===== config.mk =====
export PLATFORM = sky130hd
export DESIGN_NAME = pkt_stat_bank
export DESIGN_NICKNAME = d
export VERILOG_FILES = /design/src/rtl/stat_pkg.sv /design/src/rtl/stat_seq.sv /design/src/rtl/stat_cnt.sv /design/src/rtl/stat_group.sv /design/src/rtl/pkt_stat_bank.sv
export SDC_FILE = /design/constraint.sdc
export NUM_CORES = 1
export LEC_CHECK = 0
export ABC_AREA = 1
export BUFFER_PORTS_ARGS = -buffer_cell sky130_fd_sc_hd__buf_2
export CAP_MARGIN = 20
export CORE_UTILIZATION = 60
export CTS_BUF_LIST = sky130_fd_sc_hd__clkbuf_16
export CTS_CLUSTER_SIZE = 25
export DETAILED_ROUTE_END_ITERATION = 8
export GPL_TIMING_DRIVEN = 0
export PLACE_DENSITY_LB_ADDON = 0.25
export SYNTH_ARGS = -nofsm -noshare
export SYNTH_HDL_FRONTEND = slang
export SYNTH_SLANG_ARGS = --single-unit

===== constraint.sdc =====
create_clock -name clk -period 7.4 [get_ports clk]
set_input_delay 1.48 -clock clk [delete_from_list [all_inputs] [get_ports clk]]
set_output_delay 1.48 -clock clk [all_outputs]
set_load 0.05 [all_outputs]

===== src/rtl/stat_pkg.sv =====
package stat_pkg;
  localparam int NUM_GRP      = 2;
  localparam int REGS_PER_GRP = 3;

  // Position of a register inside its group; the order is the read order.
  typedef enum logic [1:0] {
    SEL_PKT_LO = 2'd0,
    SEL_PKT_HI = 2'd1,
    SEL_ERR    = 2'd2
  } reg_sel_e;
endpackage


===== src/rtl/stat_seq.sv =====
module stat_seq
  import stat_pkg::*;
(
  input  logic     clk,
  input  logic     rst_n,
  input  logic     rd_hit,
  input  reg_sel_e rd_idx,
  output logic     frozen,
  output logic     snap_take,
  output logic     clr_fire
);
  logic     frz_q;
  logic     brk_q;
  reg_sel_e exp_q;

  assign frozen = frz_q;

  always_comb begin
    snap_take = rd_hit && !frz_q && (rd_idx != SEL_ERR);
    clr_fire  = rd_hit && frz_q && (rd_idx == SEL_ERR) &&
                !brk_q && (exp_q == SEL_ERR);
  end

  always_ff @(posedge clk) begin
    if (!rst_n) begin
      frz_q <= 1'b0;
      brk_q <= 1'b0;
      exp_q <= SEL_PKT_LO;
    end else if (rd_hit) begin
      if (!frz_q) begin
        // first access of the group; a third-register read on its own
        // never holds the group
        frz_q <= (rd_idx != SEL_ERR);
        brk_q <= (rd_idx != SEL_PKT_LO);
        exp_q <= reg_sel_e'(rd_idx + 2'd1);
      end else if (rd_idx == SEL_ERR) begin
        frz_q <= 1'b0;
        brk_q <= 1'b0;
        exp_q <= SEL_PKT_LO;
      end else begin
        brk_q <= brk_q | (rd_idx != exp_q);
        exp_q <= reg_sel_e'(rd_idx + 2'd1);
      end
    end
  end
endmodule


===== src/rtl/stat_cnt.sv =====
module stat_cnt #(
  parameter int W        = 16,
  parameter bit SATURATE = 1'b0
) (
  input  logic         clk,
  input  logic         rst_n,
  input  logic         evt,
  input  logic         snap_en,
  input  logic         clr,
  output logic [W-1:0] live,
  output logic [W-1:0] snap
);
  logic [W-1:0] live_q, snap_q, base, nxt;

  assign base = clr ? (live_q - snap_q) : live_q;

  generate
    if (SATURATE) begin : g_sat
      assign nxt = (evt && (base != '1)) ? base + W'(1) : base;
    end else begin : g_wrap
      assign nxt = base + W'(evt);
    end
  endgenerate

  always_ff @(posedge clk) begin
    if (!rst_n) begin
      live_q <= '0;
      snap_q <= '0;
    end else begin
      live_q <= nxt;
      if (snap_en) snap_q <= live_q;
    end
  end

  assign live = live_q;
  assign snap = snap_q;
endmodule


===== src/rtl/stat_group.sv =====
module stat_group
  import stat_pkg::*;
#(
  parameter int REG_W = 16,
  parameter int PKT_W = 32,
  parameter int ERR_W = 16
) (
  input  logic             clk,
  input  logic             rst_n,
  input  logic             pkt_evt,
  input  logic             err_evt,
  input  logic             rd_hit,
  input  reg_sel_e         rd_idx,
  output logic [REG_W-1:0] rd_val,
  output logic             frozen,
  output logic             clr,
  output logic [ERR_W-1:0] err_live,
  output logic [PKT_W-1:0] pkt_snap
);
  localparam int EXT_W = 2 * REG_W;

  logic             snap_take;
  logic [PKT_W-1:0] pkt_live, pkt_sel;
  logic [ERR_W-1:0] err_snap, err_sel;
  logic [EXT_W-1:0] pkt_ext;

  stat_seq u_seq (
    .clk       (clk),
    .rst_n     (rst_n),
    .rd_hit    (rd_hit),
    .rd_idx    (rd_idx),
    .frozen    (frozen),
    .snap_take (snap_take),
    .clr_fire  (clr)
  );

  stat_cnt #(.W(PKT_W), .SATURATE(1'b0)) u_pkt (
    .clk     (clk),
    .rst_n   (rst_n),
    .evt     (pkt_evt),
    .snap_en (snap_take),
    .clr     (clr),
    .live    (pkt_live),
    .snap    (pkt_snap)
  );

  stat_cnt #(.W(ERR_W), .SATURATE(1'b1)) u_err (
    .clk     (clk),
    .rst_n   (rst_n),
    .evt     (err_evt),
    .snap_en (snap_take),
    .clr     (clr),
    .live    (err_live),
    .snap    (err_snap)
  );

  assign pkt_sel = frozen ? pkt_snap : pkt_live;
  assign err_sel = frozen ? err_snap : err_live;
  assign pkt_ext = EXT_W'(pkt_sel);

  always_comb begin
    case (rd_idx)
      SEL_PKT_LO: rd_val = pkt_ext[REG_W-1:0];
      SEL_PKT_HI: rd_val = pkt_ext[EXT_W-1:REG_W];
      SEL_ERR:    rd_val = REG_W'(err_sel);
      default:    rd_val = '0;
    endcase
  end
endmodule


===== src/rtl/pkt_stat_bank.sv =====
module pkt_stat_bank
  import stat_pkg::*;
#(
  parameter int                ADDR_W    = 12,
  parameter logic [ADDR_W-1:0] BASE_ADDR = ADDR_W'(12'h12B),
  parameter int                REG_W     = 16,
  parameter int                PKT_W     = 32,
  parameter int                ERR_W     = 16
) (
  input  logic              clk,
  input  logic              rst_n,
  input  logic              tx_pkt_evt,
  input  logic              tx_err_evt,
  input  logic              rx_pkt_evt,
  input  logic              rx_err_evt,
  input  logic              rd_en,
  input  logic [ADDR_W-1:0] rd_addr,
  output logic [REG_W-1:0]  rd_data
);
  localparam int NREG = NUM_GRP * REGS_PER_GRP;

  logic [ADDR_W-1:0] off;
  logic              in_rng;
  logic              grp_sel;
  reg_sel_e          idx;

  assign off     = rd_addr - BASE_ADDR;
  assign in_rng  = (rd_addr >= BASE_ADDR) && (off < ADDR_W'(NREG));
  assign grp_sel = (off >= ADDR_W'(REGS_PER_GRP));
  assign idx     = reg_sel_e'(2'(grp_sel ? off - ADDR_W'(REGS_PER_GRP) : off));

  logic [NUM_GRP-1:0]            pkt_evt, err_evt, hit;
  logic [NUM_GRP-1:0]            grp_frozen, grp_clr;
  logic [NUM_GRP-1:0][REG_W-1:0] grp_val;
  logic [NUM_GRP-1:0][ERR_W-1:0] grp_err_live;
  logic [NUM_GRP-1:0][PKT_W-1:0] grp_snap_pkt;

  assign pkt_evt = {rx_pkt_evt, tx_pkt_evt};
  assign err_evt = {rx_err_evt, tx_err_evt};

  generate
    for (genvar g = 0; g < NUM_GRP; g++) begin : g_grp
      assign hit[g] = rd_en && in_rng && (grp_sel == 1'(g));

      stat_group #(.REG_W(REG_W), .PKT_W(PKT_W), .ERR_W(ERR_W)) u_grp (
        .clk      (clk),
        .rst_n    (rst_n),
        .pkt_evt  (pkt_evt[g]),
        .err_evt  (err_evt[g]),
        .rd_hit   (hit[g]),
        .rd_idx   (idx),
        .rd_val   (grp_val[g]),
        .frozen   (grp_frozen[g]),
        .clr      (grp_clr[g]),
        .err_live (grp_err_live[g]),
        .pkt_snap (grp_snap_pkt[g])
      );
    end
  endgenerate

  always_ff @(posedge clk) begin
    if (!rst_n) rd_data <= '0;
    else        rd_data <= (rd_en && in_rng) ? grp_val[grp_sel] : '0;
  end
endmodule


==> flow_summary_export.csv <==
group,metric,value,unit
worst_setup_path,reg2reg_depth,20,
clocking,clk_pin_slew,0.06,ns
place,dpl.hpwl,54.11,mm
worst_hold_path,worstHoldPathCells,2,
floorplan,die-width,176.7,um
logic_synthesis,yosysMostFrequentCell,"nand2_1",
clocking,htree_levels,1,
floorplan,start_util,61.46,%
timing,tns,0,ns
place,io_buffers,32,
detailed_routing,first_pass_iters,8,
timing,slew_violations,0,
place,pre_cts_ws,1.449,ns
logic_synthesis,avgSynthCellArea,6.127,um^2
worst_setup_path,crit_type,"in -> reg",
final_layout,antennaDiodeCount,0,
logic_synthesis,syn-cell-area,18310,um^2
detailed_routing,drc,0,
timing,rsz0062_at_grt,"false",
pwr,p_per_area,137.3,nW/um^2
worst_setup_path,worst_path_dominant_cell_family,"simple AND/OR/NAND/NOR gates",
worst_setup_path,worstPathRequired,7.79,ns
worst_hold_path,hp-start,"g_grp[0].u_grp.u_seq.brk_q",
detailed_routing,drt-initial-drc-count,3282,
logic_synthesis,syn_nets,3110,
final_layout,nets,3171,
worst_setup_path,critPathMostFrequentCell,"nand2_1",
logic_synthesis,synth_area_leaders,"dfxtp_1 24%, nand2_1 16%, inv_1 7.7%",
detailed_routing,antenna_left,0,
worst_setup_path,worstPathArrival,5.98,ns
logic_synthesis,ys_seq_area_share,23.61,%
clocking,cts_setup_buffers,0,
final_layout,area_growth,8.212,%
grt,grt_antenna_before_repair,0,
worst_hold_path,hp-class,"reg -> reg",
run_status,status,"completed",
final_layout,final_core_util,66.51,%
worst_hold_path,min_to,"g_grp[0].u_grp.u_seq.brk_q",
timing,min_period,5.583,ns
logic_synthesis,yosys.area.top_type,"dfxtp_1",
worst_setup_path,cp.buffers_inverters,7,
logic_synthesis,ys_ff_latch,216,
logic_synthesis,synth_cell_types,57,
grt,grt_overflow_total,0,
worst_setup_path,crit_chain,"buf_2 > inv_1 > ha_1 > clkbuf_1 > o211ai_1 > nor2_1 > inv_1 > nor2_2 > nand3_1 > nor2_2 > nand2_1 > buf_6 > buf_6 > o21ai_0 > ha_1 > ha_1 > nand3_2 > inv_2 > nand2_1 > nor2_1 > nand2_1 > nand2_1 > a21oi_1",
floorplan,die_height,176.7,um
logic_synthesis,ys_async_sr_fraction,0,%
timing,tightest_slew,1.151,ns
floorplan,rows,63,
final_layout,drive_above_1_share,6.678,%
grt,grt_pass1_wl,104.7,mm
detailed_routing,avgRoutedWirePerCell,19.89,um
timing,finalSetupViolations,0,
worst_setup_path,endpoint_kind,"flip-flop",
timing,hold_viol_final,0,
timing,finClkSkew,0.02221,ns
clocking,clock_sinks,216,
worst_setup_path,r2r_end,"g_grp[0].u_grp.u_pkt.live[31]",
logic_synthesis,synth_edf_count,0,
detailed_routing,wirelength,68.80,mm
floorplan,core_area,29800,um^2
detailed_routing,vias_per_cell,6.104,
floorplan,die_area,31230,um^2
timing,slew_headroom,23.28,%
clocking,clock_latency,0.56,ns
pwr,power.leakage,0.009167,uW
logic_synthesis,yosysTopAreaCellShare,23.61,%
timing,fin_ws,1.817,ns
grt,first_global_vias,19165,
worst_setup_path,slowest_stage,"nor2_1",
clocking,cts_resized,0,
grt,grt_use_total,43.34,%
worst_setup_path,crit_fanout,10,
clocking,cts_hold_buf,0,
logic_synthesis,synth_warnings,0,
clocking,cts_max_path_buffers,3,
clocking,cts_tree,"done",
worst_setup_path,rrSetupSlack,3.20,ns
timing,final_min_period_over_clock_period,75.45,%
logic_synthesis,ys_top_cells_by_count,"781 x nand2_1, 375 x inv_1, 339 x nor2_1, 248 x a21oi_1, 216 x dfxtp_1",
flow_run,cap_violations,0,
clocking,cts_made_buffers,26,
worst_setup_path,reg2reg_from,"g_grp[0].u_grp.u_pkt.live[0]",
logic_synthesis,syn_inst,2989,
grt,grt_max_degree,14,
worst_setup_path,start_kind,"input port",
logic_synthesis,synth_ff_type,"dfxtp_1",
clocking,cts-root-buf,"clkbuf_16",
floorplan,pin_count,35,
place,gp_congestion,1.143,
worst_setup_path,max_stage_delay,0.42,ns
detailed_routing,vias,21121,
timing,fmax,0.1791,GHz
pwr,ir_drop,0.0001646,V
## through the flow
stage	cells	total power (uW)	hold slack [ns]	cell area [um^2]
3_5_place_dp	3412	1435	0.4794	18980
5_1_grt	3460	2771	0.5080	19820
6_report	3460	2721	0.4912	19820
3_3_place_gp	3411	1430	0.4738	18960
2_1_floorplan	2989	1356	0.4535	18310
4_1_cts	3460	2695	0.4882	19820
## how the worst max path moves through the flow
stage | from | to | depth (start not counted)
finish | rd_addr[0] | g_grp[1].u_grp.u_pkt.live[30] | 23
global route | rd_addr[0] | g_grp[0].u_grp.u_pkt.live[31] | 26
CTS | rd_addr[0] | g_grp[1].u_grp.u_pkt.live[30] | 23
detailed placement | rd_addr[0] | g_grp[1].u_grp.u_pkt.live[30] | 23
global placement | rd_addr[0] | g_grp[1].u_grp.u_pkt.live[18] | 23
floorplan | rd_addr[0] | g_grp[1].u_grp.u_pkt.live[18] | 27
## per-layer routing
layer  track usage [%]  part of all wire, %
met3             10.42                   14
met1             59.32                   41
met2             63.97                   40
met4             19.61                  5.0
met5                 0                    0
## placed cells by master, fill, tap and decap left out, types with 28 or more instances in the layout
cell / netlist / routed
ha_1: 98 / 98
nor3_1: 31 / 31
nor2_2: 28 / 28
xnor2_1: 31 / 31
inv_1: 375 / 377
a21oi_1: 248 / 248
clkbuf_1: 62 / 62
buf_2: 12 / 44
nand2_1: 781 / 781
a211oi_1: 67 / 67
xor2_1: 64 / 64
nor2_1: 339 / 339
o21ai_1: 41 / 41
nand4_1: 32 / 32
dfxtp_1: 216 / 216
o21ai_0: 165 / 165
o211ai_1: 41 / 41
nand3_1: 146 / 146
## layout make-up
class                           instances  area (um^2)
Tap cell                              390        488.0
Multi-Input combinational cell       2270        11970
Sequential cell                       216         4324
Inverter                              404         1518
Timing Repair Buffer                   33        175.2
Buffer                                 99        503.0
Clock buffer                           27        675.6
Fill cell                            2791         9978
Clock inverter                         21        165.2
## worst register-to-register path, cell delays in order, from the launching register on
cell	delay (ns)
dfxtp_1	0.34
inv_1	0.07
ha_1	0.15
inv_1	0.06
fa_1	0.40
nand3_1	0.09
nand3_1	0.21
a21boi_0	0.43
o21ai_0	0.27
nand2_1	0.12
o211ai_1	0.17
nand2_1	0.12
nand2_1	0.07
xor2_1	0.15
o21ai_1	0.34
nand2_1	0.09
nor2_1	0.12
nand2_1	0.06
nor2_1	0.23
nand3_1	0.12
a21oi_1	0.44
## sequential cells by signal, indices dropped and copies added, names as in the netlist
register and flops:
g_grp.u_grp.u_pkt.snap 64, g_grp.u_grp.u_seq.frozen 2, rd_data 16, g_grp.u_grp.u_pkt.live 64, g_grp.u_grp.u_err.live 32, g_grp.u_grp.u_err.snap 32, g_grp.u_grp.u_seq.exp_q 4, g_grp.u_grp.u_seq.brk_q 2
## power breakdown
| part | internal (uW) | switching [uW] | total, uW |
|---|---|---|---|
| Combinational | 70.2 | 179 | 249 |
| Sequential | 1170 | 5.77 | 1170 |
| Clock | 732 | 568 | 1300 |
## cells by family (layout without fill, tap and decap cells)
group | count (synthesis) | after routing | share of synthesized area, %
and+or+nand+nor | 1424 | 1424 | 32.96
AOI/OAI and AO/OA | 649 | 649 | 20.72
adders and majority gates | 102 | 102 | 7.133
buffers and inverters | 503 | 584 | 11.03
DFF | 216 | 216 | 23.61
xor gates and xnor gates | 95 | 95 | 4.543
(Power assumes the default switching activity.)
